--- config.mk ---
export PLATFORM = sky130hd
export DESIGN_NAME = eint_grp_ctrl
export DESIGN_NICKNAME = d
export VERILOG_FILES = /design/src/rtl/eint_pkg.sv /design/src/rtl/eint_sync.sv /design/src/rtl/eint_detect.sv /design/src/rtl/eint_regs.sv /design/src/rtl/eint_group.sv /design/src/rtl/eint_grp_ctrl.sv
export SDC_FILE = /design/constraint.sdc
export NUM_CORES = 1
export LEC_CHECK = 0
export BUFFER_PORTS_ARGS = -buffer_cell sky130_fd_sc_hd__buf_2
export CORE_MARGIN = 2
export CORE_UTILIZATION = 55
export DETAILED_ROUTE_END_ITERATION = 10
export PLACE_DENSITY_LB_ADDON = 0.05
export SKIP_CTS_REPAIR_TIMING = 1
export SYNTH_ARGS = -nofsm -noshare
export SYNTH_HDL_FRONTEND = slang
export SYNTH_HIERARCHICAL = 1
export SYNTH_SLANG_ARGS = --single-unit
--- constraint.sdc ---
create_clock -name clk -period 1.72 [get_ports clk]
set_clock_uncertainty 0.05 [all_clocks]
set_input_delay 0.172 -clock clk [delete_from_list [all_inputs] [get_ports clk]]
set_output_delay 0.172 -clock clk [all_outputs]
set_load 0.02 [all_outputs]
--- src/rtl/eint_pkg.sv ---
package eint_pkg;
  localparam int NLINES       = 28;
  localparam int LO_LINES     = 16;
  localparam int DATA_W       = 32;
  localparam int ADDR_W       = 2;
  localparam int FIELD_W      = 3;
  localparam int FIELD_STRIDE = 4;
  localparam int NGROUPS      = 4;
  localparam int GRP0_SIZE    = 4;
  localparam int GRP_SIZE     = 8;
  localparam int LO_FIELDS    = LO_LINES / 2;
  localparam int HI_FIELDS    = (NLINES - LO_LINES) / 2;

  typedef enum logic [1:0] {
    TRIG_LEVEL = 2'b00,
    TRIG_FALL  = 2'b01,
    TRIG_RISE  = 2'b10,
    TRIG_BOTH  = 2'b11
  } trig_kind_e;

  typedef enum logic [ADDR_W-1:0] {
    REG_CFG_LO = 2'd0,
    REG_CFG_HI = 2'd1,
    REG_MASK   = 2'd2,
    REG_PEND   = 2'd3
  } reg_addr_e;

  function automatic int field_lsb(int n);
    if (n < LO_LINES) return (n / 2) * FIELD_STRIDE;
    return ((n - LO_LINES) / 2) * FIELD_STRIDE;
  endfunction

  function automatic logic [DATA_W-1:0] cfg_keep(int nfields);
    logic [DATA_W-1:0] m;
    m = '0;
    for (int k = 0; k < nfields; k++) m[k*FIELD_STRIDE +: FIELD_W] = '1;
    return m;
  endfunction

  function automatic logic [DATA_W-1:0] cfg_reset(int nfields);
    logic [DATA_W-1:0] m;
    m = '0;
    for (int k = 0; k < nfields; k++) m[k*FIELD_STRIDE] = 1'b1;
    return m;
  endfunction

  function automatic int grp_first(int g);
    if (g == 0) return 0;
    return GRP0_SIZE + (g - 1) * GRP_SIZE;
  endfunction

  function automatic int grp_last(int g);
    if (g == 0) return GRP0_SIZE - 1;
    return GRP0_SIZE + g * GRP_SIZE - 1;
  endfunction
endpackage

--- src/rtl/eint_sync.sv ---
module eint_sync #(
  parameter int W      = 28,
  parameter int STAGES = 2
) (
  input  logic         clk,
  input  logic         rst_n,
  input  logic [W-1:0] async_in,
  output logic [W-1:0] sync_out
);
  logic [W-1:0] stage_q [STAGES];
  logic [W-1:0] stage_d [STAGES];

  always_comb begin
    stage_d[0] = async_in;
    for (int s = 1; s < STAGES; s++) stage_d[s] = stage_q[s-1];
  end

  always_ff @(posedge clk or negedge rst_n) begin
    if (!rst_n) begin
      for (int s = 0; s < STAGES; s++) stage_q[s] <= '0;
    end else begin
      for (int s = 0; s < STAGES; s++) stage_q[s] <= stage_d[s];
    end
  end

  assign sync_out = stage_q[STAGES-1];
endmodule

--- src/rtl/eint_detect.sv ---
module eint_detect
  import eint_pkg::*;
(
  input  logic              clk,
  input  logic              rst_n,
  input  logic [NLINES-1:0] smp,
  input  logic [DATA_W-1:0] cfg_lo,
  input  logic [DATA_W-1:0] cfg_hi,
  output logic [NLINES-1:0] evt
);
  localparam logic [DATA_W-1:0] KEEP_LO = cfg_keep(LO_FIELDS);
  localparam logic [DATA_W-1:0] KEEP_HI = cfg_keep(HI_FIELDS);

  logic [NLINES-1:0] prev_q;
  logic [NLINES-1:0] prev_d;
  logic              unused_cfg;

  assign unused_cfg = ^{cfg_lo & ~KEEP_LO, cfg_hi & ~KEEP_HI};

  always_comb prev_d = smp;

  always_ff @(posedge clk or negedge rst_n) begin
    if (!rst_n) prev_q <= '0;
    else        prev_q <= prev_d;
  end

  for (genvar i = 0; i < NLINES; i++) begin : g_line
    localparam int LSB = field_lsb(i);
    logic [FIELD_W-1:0] fld;
    if (i < LO_LINES) begin : g_lo
      assign fld = cfg_lo[LSB +: FIELD_W];
    end else begin : g_hi
      assign fld = cfg_hi[LSB +: FIELD_W];
    end

    always_comb begin
      unique case (trig_kind_e'(fld[2:1]))
        TRIG_LEVEL: evt[i] = (smp[i] == fld[0]);
        TRIG_FALL:  evt[i] = prev_q[i] & ~smp[i];
        TRIG_RISE:  evt[i] = ~prev_q[i] & smp[i];
        TRIG_BOTH:  evt[i] = prev_q[i] ^ smp[i];
        default:    evt[i] = 1'b0;
      endcase
    end
  end
endmodule

--- src/rtl/eint_regs.sv ---
module eint_regs
  import eint_pkg::*;
(
  input  logic              clk,
  input  logic              rst_n,
  input  logic              bus_we,
  input  logic [ADDR_W-1:0] bus_addr,
  input  logic [DATA_W-1:0] bus_wdata,
  output logic [DATA_W-1:0] bus_rdata,
  input  logic [NLINES-1:0] evt,
  output logic [DATA_W-1:0] cfg_lo_q,
  output logic [DATA_W-1:0] cfg_hi_q,
  output logic [NLINES-1:0] mask_q,
  output logic [NLINES-1:0] pend_q
);
  localparam logic [DATA_W-1:0] KEEP_LO = cfg_keep(LO_FIELDS);
  localparam logic [DATA_W-1:0] KEEP_HI = cfg_keep(HI_FIELDS);
  localparam logic [DATA_W-1:0] RST_LO  = cfg_reset(LO_FIELDS);
  localparam logic [DATA_W-1:0] RST_HI  = cfg_reset(HI_FIELDS);
  localparam int                PAD     = DATA_W - NLINES;

  logic [DATA_W-1:0] cfg_lo_d, cfg_hi_d;
  logic [NLINES-1:0] mask_d, pend_d, clr;
  logic              wr_lo, wr_hi, wr_mask, wr_pend;

  always_comb begin
    wr_lo   = bus_we && (reg_addr_e'(bus_addr) == REG_CFG_LO);
    wr_hi   = bus_we && (reg_addr_e'(bus_addr) == REG_CFG_HI);
    wr_mask = bus_we && (reg_addr_e'(bus_addr) == REG_MASK);
    wr_pend = bus_we && (reg_addr_e'(bus_addr) == REG_PEND);
    clr     = wr_pend ? bus_wdata[NLINES-1:0] : '0;

    cfg_lo_d = wr_lo   ? (bus_wdata & KEEP_LO) : cfg_lo_q;
    cfg_hi_d = wr_hi   ? (bus_wdata & KEEP_HI) : cfg_hi_q;
    mask_d   = wr_mask ? bus_wdata[NLINES-1:0] : mask_q;
    pend_d   = (pend_q & ~clr) | evt;
  end

  always_ff @(posedge clk or negedge rst_n) begin
    if (!rst_n) begin
      cfg_lo_q <= RST_LO;
      cfg_hi_q <= RST_HI;
      mask_q   <= '1;
      pend_q   <= '0;
    end else begin
      cfg_lo_q <= cfg_lo_d;
      cfg_hi_q <= cfg_hi_d;
      mask_q   <= mask_d;
      pend_q   <= pend_d;
    end
  end

  always_comb begin
    unique case (reg_addr_e'(bus_addr))
      REG_CFG_LO: bus_rdata = cfg_lo_q;
      REG_CFG_HI: bus_rdata = cfg_hi_q;
      REG_MASK:   bus_rdata = {{PAD{1'b0}}, mask_q};
      REG_PEND:   bus_rdata = {{PAD{1'b0}}, pend_q};
      default:    bus_rdata = '0;
    endcase
  end
endmodule

--- src/rtl/eint_group.sv ---
module eint_group
  import eint_pkg::*;
(
  input  logic [NLINES-1:0]  pend,
  input  logic [NLINES-1:0]  mask,
  output logic [NGROUPS-1:0] grp
);
  logic [NLINES-1:0] live;
  assign live = pend & ~mask;

  for (genvar g = 0; g < NGROUPS; g++) begin : g_grp
    localparam int FIRST = grp_first(g);
    localparam int LAST  = grp_last(g);
    assign grp[g] = |live[LAST:FIRST];
  end
endmodule

--- src/rtl/eint_grp_ctrl.sv ---
module eint_grp_ctrl
  import eint_pkg::*;
#(
  parameter int SYNC_STAGES = 2
) (
  input  logic                clk,
  input  logic                rst_n,
  input  logic [27:0]         line_in,
  input  logic                bus_we,
  input  logic [1:0]          bus_addr,
  input  logic [31:0]         bus_wdata,
  output logic [31:0]         bus_rdata,
  output logic [3:0]          grp_irq
);
  logic [NLINES-1:0] line_smp;
  logic [NLINES-1:0] line_evt;
  logic [NLINES-1:0] mask_q;
  logic [NLINES-1:0] pend_q;
  logic [DATA_W-1:0] cfg_lo_q;
  logic [DATA_W-1:0] cfg_hi_q;

  eint_sync #(.W(NLINES), .STAGES(SYNC_STAGES)) u_sync (
    .clk(clk), .rst_n(rst_n), .async_in(line_in), .sync_out(line_smp)
  );

  eint_detect u_det (
    .clk(clk), .rst_n(rst_n), .smp(line_smp),
    .cfg_lo(cfg_lo_q), .cfg_hi(cfg_hi_q), .evt(line_evt)
  );

  eint_regs u_regs (
    .clk(clk), .rst_n(rst_n), .bus_we(bus_we), .bus_addr(bus_addr),
    .bus_wdata(bus_wdata), .bus_rdata(bus_rdata), .evt(line_evt),
    .cfg_lo_q(cfg_lo_q), .cfg_hi_q(cfg_hi_q), .mask_q(mask_q), .pend_q(pend_q)
  );

  eint_group u_grp (
    .pend(pend_q), .mask(mask_q), .grp(grp_irq)
  );
endmodule

Yosys cells after proc, flatten, opt, wreduce, memory -nomap -nowiden
Index checks and enable logic that the tools add are counted.
{"block": "word_totals", "regBits": 182, "latch_bits": 0, "mem_bits_rw": 0, "romBits": 0, "n_memories": 0}
{"block": "classes", "addsub": 0, "multipliers": 0, "div": 0, "magnitude_cmp": 0, "eq_ne": 73, "shift": 0, "muxes": 30, "bitwise": 145, "n_reduce_logical": 23}
{"operator": "32-bit case mux with 4 select lines", "count": 1}
{"operator": "1-bit case mux with 4 select lines", "count": 28}
{"operator": "2-bit equality test, second input constant", "count": 30}
{"operator": "1-bit bitwise AND", "count": 56}
{"operator": "28-bit bitwise AND", "count": 2}
{"operator": "1-bit NOT", "count": 56}
{"operator": "28-bit NOT", "count": 2}
{"operator": "2-bit by 1-bit equality test with 1-bit output, second input constant", "count": 15}
{"operator": "2-bit zero test", "count": 15}
{"operator": "1-bit equality test", "count": 28}
{"operator": "28-bit 2-to-1 mux", "count": 1}
{"operator": "28-bit bitwise OR", "count": 1}
{"operator": "1-bit bitwise XOR", "count": 28}
{"operator": "8-bit OR reduction", "count": 3}
{"operator": "1-bit logical AND", "count": 4}
{"operator": "4-bit OR reduction", "count": 1}

Logic depth before layout (Yosys ltp)
Gate-level depths: netlist (run 1).
{"block": "logic_depth", "depth_word": 6, "ltp_mapped": 5, "ltp_nobuf": 5}

Modules after synthesis
The synthesis (run 1) kept the hierarchy.
{"module": "eint_regs", "n_inst": 1, "cells_each": 319, "area_per_inst_um2": 4729.5, "seq_area_each_um2": 2504.9}
{"module": "eint_detect", "n_inst": 1, "cells_each": 224, "area_per_inst_um2": 2592.5, "seq_area_each_um2": 700.7}
{"module": "eint_sync", "n_inst": 1, "cells_each": 56, "area_per_inst_um2": 1401.3, "seq_area_each_um2": 1401.3}
{"module": "eint_group", "n_inst": 1, "cells_each": 45, "area_per_inst_um2": 219.0, "seq_area_each_um2": 0.0}

Least setup slack after synthesis (run 1)
Ideal clock, no wire load.
{"block": "synth_timing", "kind": "register to register", "from": "register u_sync.stage_q, in the netlist u_sync/sync_out[1]", "to": "register u_regs.pend_q[1]", "arrival_ns": 1.300, "setup_slack_ns": 0.252, "stages_incl_launch_ff": 6, "n_path_buf": 0, "synth_period_minus_slack_ns": 1.468, "cell_sequence": "dfrtp_1 inv_1 ha_1 inv_1 mux4_2 a21o_1"}
{"block": "synth_via", "elab_chain_cells": 4}
{"item": "start, declared", "line_no": "eint_sync.sv:10", "source": "logic [W-1:0] stage_q [STAGES];"}
{"item": "1-bit NOT", "line_no": "eint_detect.sv:39", "source": "TRIG_FALL: evt[i] = prev_q[i] & ~smp[i];"}
{"item": "1-bit bitwise AND", "line_no": "eint_detect.sv:39"}
{"item": "1-bit case mux with 4 select lines *", "line_no": "eint_detect.sv:37", "source": "unique case (trig_kind_e'(fld[2:1]))"}
{"item": "net line_evt[1]", "line_no": "eint_grp_ctrl.sv:16", "source": "logic [NLINES-1:0] line_evt;"}
{"item": "28-bit bitwise OR *", "line_no": "eint_regs.sv:36", "source": "pend_d = (pend_q & ~clr) | evt;"}
{"item": "net u_regs.pend_d[1]", "line_no": "eint_regs.sv:23", "source": "logic [NLINES-1:0] mask_d, pend_d, clr;"}
{"item": "end signal, assigned", "line_no": "eint_regs.sv:49", "source": "pend_q <= pend_d;"}
{"item": "end, declared", "line_no": "eint_regs.sv:14", "source": "output logic [NLINES-1:0] pend_q"}
The timed path passes the listed nets; every way through them passes the cells marked *.
A chain may end at the register's enable or synchronous reset.

Worst setup path in the final report (run 1)
{"block": "layout_timing", "from": "register u_regs.mask_q[13]", "to": "output grp_irq[2]"}
{"block": "layout_via", "elab_chain_cells": 3}
{"item": "start, declared", "line_no": "eint_regs.sv:13", "source": "output logic [NLINES-1:0] mask_q,"}
{"item": "start signal, assigned", "line_no": "eint_regs.sv:48", "source": "mask_q <= mask_d;"}
{"item": "28-bit NOT", "line_no": "eint_group.sv:9", "source": "assign live = pend & ~mask;"}
{"item": "28-bit bitwise AND", "line_no": "eint_group.sv:9"}
{"item": "8-bit OR reduction", "line_no": "eint_group.sv:14", "source": "assign grp[g] = |live[LAST:FIRST];"}
{"item": "end, declared", "line_no": "eint_grp_ctrl.sv:13", "source": "output logic [3:0] grp_irq"}
No other way between the ends.

==> out/metrics.cfg, run 1 <==
[run_status]
status = finished, violations left
violations = negative setup slack

[yosys]
synthCells = 622
syn_area_um2 = 8780
avgSynthCellArea_um2 = 14.1
yosys_warnings = 6
synth_fp_nets = 743

[timing]
period_needed_ns = 1.98
setup_viol = 6
hold_viol_final = 0
post-route-period-util_pct = 115
slew_violations = 0
setup_ws_ns = -0.264
rsz0062_at_grt = true
clock.fmax_ghz = 0.504
fin_setup_tns_ns = -0.835

[grt]
overflow = 0
antenna_found_initial = 0
grt_max_degree = 51
grt_use_met2_pct = 38.0
grt_pass1_wl_mm = 29.0
grt_usage_pct = 23.0
use_met3_pct = 5.37
grt_use_met1_pct = 30.6
grt_pass1_vias = 5445
grt-busiest-layer = met2

[worst_hold_path]
worstHoldPathType = in -> reg

[flow_run]
drv_cap = 0

[cts]
htree_levels = 4
cts_tree = done
insertion_delay_ns = 0.43
cts_made_buffers = 17
clock-sinks = 182
clk_pin_slew_ns = 0.07
clk_path_buf_depth = 2
root_buffer = clkbuf_16

[drt]
wl_mm = 19.1
num_vias = 5521
drc = 0
dr.pass1.iters = 7
ant_nets = 0
wl_per_cell_um = 18.1
vias_per_cell = 5.23
drt_iter0_markers = 242

[floorplan]
die_x_um = 130
core.rowCount = 46
dieArea_um2 = 17000
coreArea_um2 = 15700
ios = 101
die-height_um = 130
start_util_pct = 55.9

[final_layout]
layout-drive-gt1-share_pct = 42.1
final_nets = 947
final_common_cell = dfrtp_1
n_antenna_cell = 0
utilization_pct = 71.4
area_delta_synth_final_pct = 27.9
final_cell_mix = dfrtp_1 (127), inv_1 (111), buf_2 (76)

[power]
leakage_uw = 0.00539
powerDensity_nw_per_um2 = 1070
peakVddDrop_v = 0.000742

[place]
portBuffers = 98
hpwlAfterDp_mm = 13.0
pre_cts_ws_ns = 0.0711
gp_congestion = 0.785

[critical_path]
cp.required_ns = 1.50
critPathKind = reg -> out
worstSetupEndpointType = output port
worst-path-buf-inv = 1
worstPathMaxFanout = 2
worstPathCellList = o22ai_2, or4_4, buf_6
cp_top_family = flip-flops
worstPathArrival_ns = 1.76
critPathMaxStageDelay_ns = 0.56
cp_slowest_cell = dfstp_2
start_kind = flop

routing by layer:
layer,share of wire (%),vias to the layer above,routed length (um)
li1,-,2555,-
met1,43,2797,8130
met2,51,144,9810
met3,4.3,25,811
met4,1.7,0,330
met5,0,-,0
sequential cells by signal, indices dropped and copies added (netlist names):
| name | cells |
|---|---|
| u_regs/pend_q | 28 |
| u_sync/stage_d | 28 |
| u_regs/mask_q | 28 |
| u_det/prev_q | 28 |
| u_regs/cfg_hi_q | 18 |
| u_regs/cfg_lo_q | 24 |
| u_sync/sync_out | 28 |
power breakdown:
part           switching, uW  internal, uW
sequential               483          4940
clock                   1830          1960
combinational           1140          1620
final timing paths:
| check | from | cells past startpoint | to | slack (ns) |
|---|---|---|---|---|
| worst max-delay path | u_regs/mask_q[13] | 3 | grp_irq[2] | -0.26 |
| worst min-delay path | bus_wdata[18] | 2 | u_regs/cfg_hi_q[18] | 0.03 |
| worst max register to register | u_sync/sync_out[18] | 5 | u_regs/pend_q[18] | 0.06 |
| worst min register to register | u_sync/stage_d[4] | 0 | u_sync/sync_out[4] | 0.29 |
| max in group asynchronous | rst_n | 3 | u_regs/mask_q[9] | 0.75 |
| min in group asynchronous | rst_n | 2 | u_sync/sync_out[19] | 0.18 |
cell type report:
cell class | instances | area [um2]
Clock inverter | 14 | 138
Sequential cell | 182 | 4620
Fill cell | 1088 | 4490
Clock buffer | 18 | 439
Tap cell | 216 | 270
Multi-Input combinational cell | 304 | 3630
Timing Repair Buffer | 209 | 1700
Inverter | 112 | 420
stage by stage:
step	total power [uW]	area [um2]	hold WS [ns]	cells
floorplan	6940	8780	-0.174	622
global placement	7670	9610	0.0675	929
detailed placement	7770	9610	0.0737	929
CTS	11600	10200	-0.387	961
global route	12500	11200	0.0123	1055
finish	12000	11200	0.0276	1055
No activity file was read; power rests on OpenSTA's default activity.
==> run 2: changes to the inputs <==
PLACE_DENSITY = 0.76   (was not set)
PLACE_DENSITY_LB_ADDON = not set   (was 0.05)
==> run 2 against run 1 <==
The flow still finishes with violations (negative setup slack). Largest power group unchanged. Via count grew 2.3%. Non-clock buffer count rose by 4. Final area increased by 0.47%. Critical path depth did not move. Register-to-register slack improved by 0.03 ns. Cell count up 0.38%. Global-route usage grew 0.23 points.
==> out/metrics.cfg, run 2 (synthesis gave the netlist of run 1 again) <==
[critical_path]
critPathMaxStageDelay_ns = 0.55
cp.required_ns = 1.50
worstPathCellList = o22ai_1, or4_4, buf_6
r2r_slack_ns = 0.09
r2r-start = u_sync/sync_out[18]
worst-path-buf-inv = 1
worstPathMaxFanout = 3
r2r_end = u_regs/pend_q[18]
cp_top_family = flip-flops
critPathKind = reg -> out
start_kind = flop
worstPathArrival_ns = 1.76
worstSetupEndpointType = output port
cp_slowest_cell = dfstp_2
r2r_cells = 5

[final_layout]
design_area_um2 = 11300
n_antenna_cell = 0
final_nets = 951
instances_no_fill = 1059
final_cell_mix = dfrtp_1 (126), inv_1 (111), buf_2 (79)
layout-drive-gt1-share_pct = 41.9
area_delta_synth_final_pct = 28.5
final_common_cell = dfrtp_1

[worst_hold_path]
min_to = u_regs/cfg_hi_q[18]
worstHoldPathType = in -> reg
hold_start = bus_wdata[18]
holdPathStages = 2

[run_status]
status = finished, violations left
violations = negative setup slack

[drt]
wl_per_cell_um = 18.4
wl_mm = 19.5
vias_per_cell = 5.34
drt_iter0_markers = 328
drc = 0
ant_nets = 0
num_vias = 5650
dr.pass1.iters = 4

[place]
placed_cells = 928
gp_congestion = 0.834
portBuffers = 98
hpwlAfterDp_mm = 12.7
dpl_cell_area_um2 = 9590
pre_cts_ws_ns = 0.0857

[cts]
clk_pin_slew_ns = 0.06
clk_path_buf_depth = 2
htree_levels = 4
root_buffer = clkbuf_16
cts_made_buffers = 17
clock-sinks = 182
cts_tree = done
insertion_delay_ns = 0.43

[timing]
slew_violations = 0
whs_ns = 0.0163
setup_viol = 11
setup_ws_ns = -0.259
fin_setup_tns_ns = -0.953
hold_viol_final = 0
rsz0062_at_grt = true
clock.fmax_ghz = 0.505
post-route-period-util_pct = 115
period_needed_ns = 1.98

[floorplan]
dieArea_um2 = 17000
core.rowCount = 46
coreArea_um2 = 15700
die-height_um = 130
ios = 101
start_util_pct = 55.9
die_x_um = 130

[grt]
grt_max_degree = 51
antenna_found_initial = 0
grt_pass1_vias = 5556
grt_pass1_wl_mm = 29.2
grt_usage_pct = 23.3
overflow = 0

[power]
leakage_uw = 0.00542
peakVddDrop_v = 0.000781
powerDensity_nw_per_um2 = 1100

[flow_run]
drv_cap = 0

-- run 2: layout make-up --
cell class	instances	area, um2
clock buffers	24	482
clock inverters	8	146
fillers	1049	4440
inverters	112	420
multi-input cells	304	3630
flip-flops and latches	182	4620
well taps	216	270
repair buffers	213	1710
-- run 2: worst max path at each step --
stage                                   end  cells past startpoint  slack (ns)           startpoint
final                            grp_irq[2]                      3       -0.26    u_regs/mask_q[13]
after global routing             grp_irq[2]                      3       -0.29    u_regs/mask_q[13]
after CTS                        grp_irq[2]                      3       -0.33    u_regs/mask_q[14]
after detailed placement  u_regs/pend_q[19]                      5        0.09  u_sync/sync_out[19]
after global placement    u_regs/pend_q[18]                      5        0.13  u_sync/sync_out[18]
after floorplan            u_regs/pend_q[1]                      5        0.25   u_sync/sync_out[1]
-- run 2: where the power goes --
| group | switching, uW | internal [uW] |
|---|---|---|
| clock | 1600 | 2550 |
| combinational | 1150 | 1630 |
| sequential | 488 | 4950 |
-- run 2: per-stage QoR --
step	total power [uW]	utilization (%)
floorplan	6940	-
global placement	7620	61.1
detailed placement	7740	61.1
CTS	11900	65.1
global route	12900	71.8
finish	12400	71.8
-- run 2: worst register-to-register path, cell delays in order, from the launching register on --
cell	delay (ns)
dfrtp_1	0.41
inv_1	0.07
ha_1	0.27
inv_1	0.03
mux4_2	0.51
a21o_1	0.18
-- run 2: layer usage --
layer  share of wire (%)  track usage, %
met1                  42            29.6
met2                  52            38.8
met3                 4.2            5.99
met4                 1.8            8.60
met5                   0               0
==> run 3: changes to the inputs <==
SETUP_SLACK_MARGIN = 0.02   (was not set)
==> run 3 against run 2 <==
The flow still finishes with violations (negative setup slack). Hold slack improved by 0.0055 ns. Non-clock buffer count did not move. First-iteration DRC count rose by 6.7%. Flip-flop and latch count did not move. Power rose by 0.14%. Final area rose by 0.13%. Die area did not move. Sequential share of layout area fell by 0.054 points. Clock-buffer cell count did not move. Clock power barely moved. Cell count did not move. Combinational power barely moved. Largest power group unchanged.
==> out/metrics.cfg, run 3 (synthesis gave the netlist of run 1 again) <==
[grt]
grt_pass1_wl_mm = 29.2
antenna_found_initial = 0
overflow = 0
grt_usage_pct = 23.3
grt_pass1_vias = 5556
grt_max_degree = 51

[floorplan]
die_x_um = 130
coreArea_um2 = 15700
start_util_pct = 55.9
dieArea_um2 = 17000
ios = 101
core.rowCount = 46
die-height_um = 130

[final_layout]
design_area_um2 = 11300
multiInputGateArea_um2 = 3630
instances_no_fill = 1059
layout-drive-gt1-share_pct = 42.0
final_common_cell = dfrtp_1
final_cell_mix = dfrtp_1 (126), inv_1 (110), buf_2 (76)
final_nets = 951
fill_cells = 1045
utilization_pct = 71.9
regArea_um2 = 4620
n_antenna_cell = 0
area_delta_synth_final_pct = 28.7

[critical_path]
endpoint = grp_irq[2]
critPathLaunch = u_regs/mask_q[13]
start_kind = flop
r2r_end = u_regs/pend_q[18]
cp_slowest_cell = dfstp_2
r2r_slack_ns = 0.09
worstPathMaxFanout = 3
worstPathArrival_ns = 1.75
worstSetupEndpointType = output port
r2r-start = u_sync/sync_out[18]
cp.required_ns = 1.50
critPathMaxStageDelay_ns = 0.55
worstPathCellList = o22ai_1, or4_4, buf_6
r2r_cells = 5
critPathKind = reg -> out

[timing]
slew_violations = 0
period_needed_ns = 1.97
clock.fmax_ghz = 0.507
rsz0062_at_grt = true
setup_viol = 11
hold_viol_final = 0
setup_ws_ns = -0.253
post-route-period-util_pct = 115

[run_status]
violations = negative setup slack
status = finished, violations left

[place]
placed_cells = 928
gp_congestion = 0.834
dpl_cell_area_um2 = 9590
hpwlAfterDp_mm = 12.7
portBuffers = 98

[cts]
htree_levels = 4
clock-sinks = 182
root_buffer = clkbuf_16
cts_made_buffers = 17
clk_pin_slew_ns = 0.06
clk_path_buf_depth = 2
cts_tree = done
insertion_delay_ns = 0.43

[drt]
drc = 0
num_vias = 5635
ant_nets = 0
wl_mm = 19.4
wl_per_cell_um = 18.4
vias_per_cell = 5.32
dr.pass1.iters = 4
drt_iter0_markers = 350

[power]
powerDensity_nw_per_um2 = 1100
leakage_uw = 0.00542
peakVddDrop_v = 0.000785

[worst_hold_path]
worstHoldPathType = in -> reg

[flow_run]
drv_cap = 0

run 3: critical path, delay by kind of cell (launching register included):
family                 cells  cell delay (ns)
AO/OA/AOI/OAI              1             0.08
buffers and inverters      1             0.15
flip-flops                 1             0.55
AND/OR/NAND/NOR            1             0.54
run 3: routing by layer:
layer  up-vias  part of all wire (%)  wire length (um)  global-route usage [%]
met3        32                   5.0               967                    5.99
met2       153                    52             10100                    38.8
li1       2552                     -                 -                       -
met4         0                   2.0               393                    8.60
met1      2898                    41              7950                    29.6
met5         -                     0                 0                       0
run 3: through the flow:
step                      total power [uW]  setup slack (ns)  TNS, ns  hold slack, ns
after floorplan                       6940             0.252        0          -0.174
after CTS                            11900            -0.329    -1.66          -0.365
final                                12400            -0.253   -0.922          0.0218
after global placement                7620             0.127        0          0.0968
after detailed placement              7740            0.0857        0          0.0983
after global routing                 12900            -0.288    -1.49          0.0166
run 3: worst min path at each step:
stage,startpoint,endpoint,slack [ns],cells after the start
after floorplan,rst_n,u_det/prev_q[0],-0.17,0
after global placement,rst_n,u_sync/stage_d[19],0.1,1
after detailed placement,rst_n,u_sync/stage_d[19],0.1,1
after CTS,rst_n,u_sync/stage_d[18],-0.36,1
after global routing,bus_wdata[18],u_regs/cfg_hi_q[18],0.02,2
final,bus_wdata[18],u_regs/cfg_hi_q[18],0.02,2
run 3: report_power, final:
| part | internal (uW) | switching [uW] | leakage (uW) |
|---|---|---|---|
| combinational | 1640 | 1150 | 0.00312 |
| clock | 2550 | 1610 | 0.000304 |
| sequential | 4950 | 487 | 0.00200 |
run 3: layout make-up:
class	count	share of cell area [%]
flip-flops and latches	182	41.0
clock buffers	24	4.27
clock inverters	8	1.30
inverters	112	3.72
well taps	216	2.39
multi-input cells	304	32.1
repair buffers	213	15.3
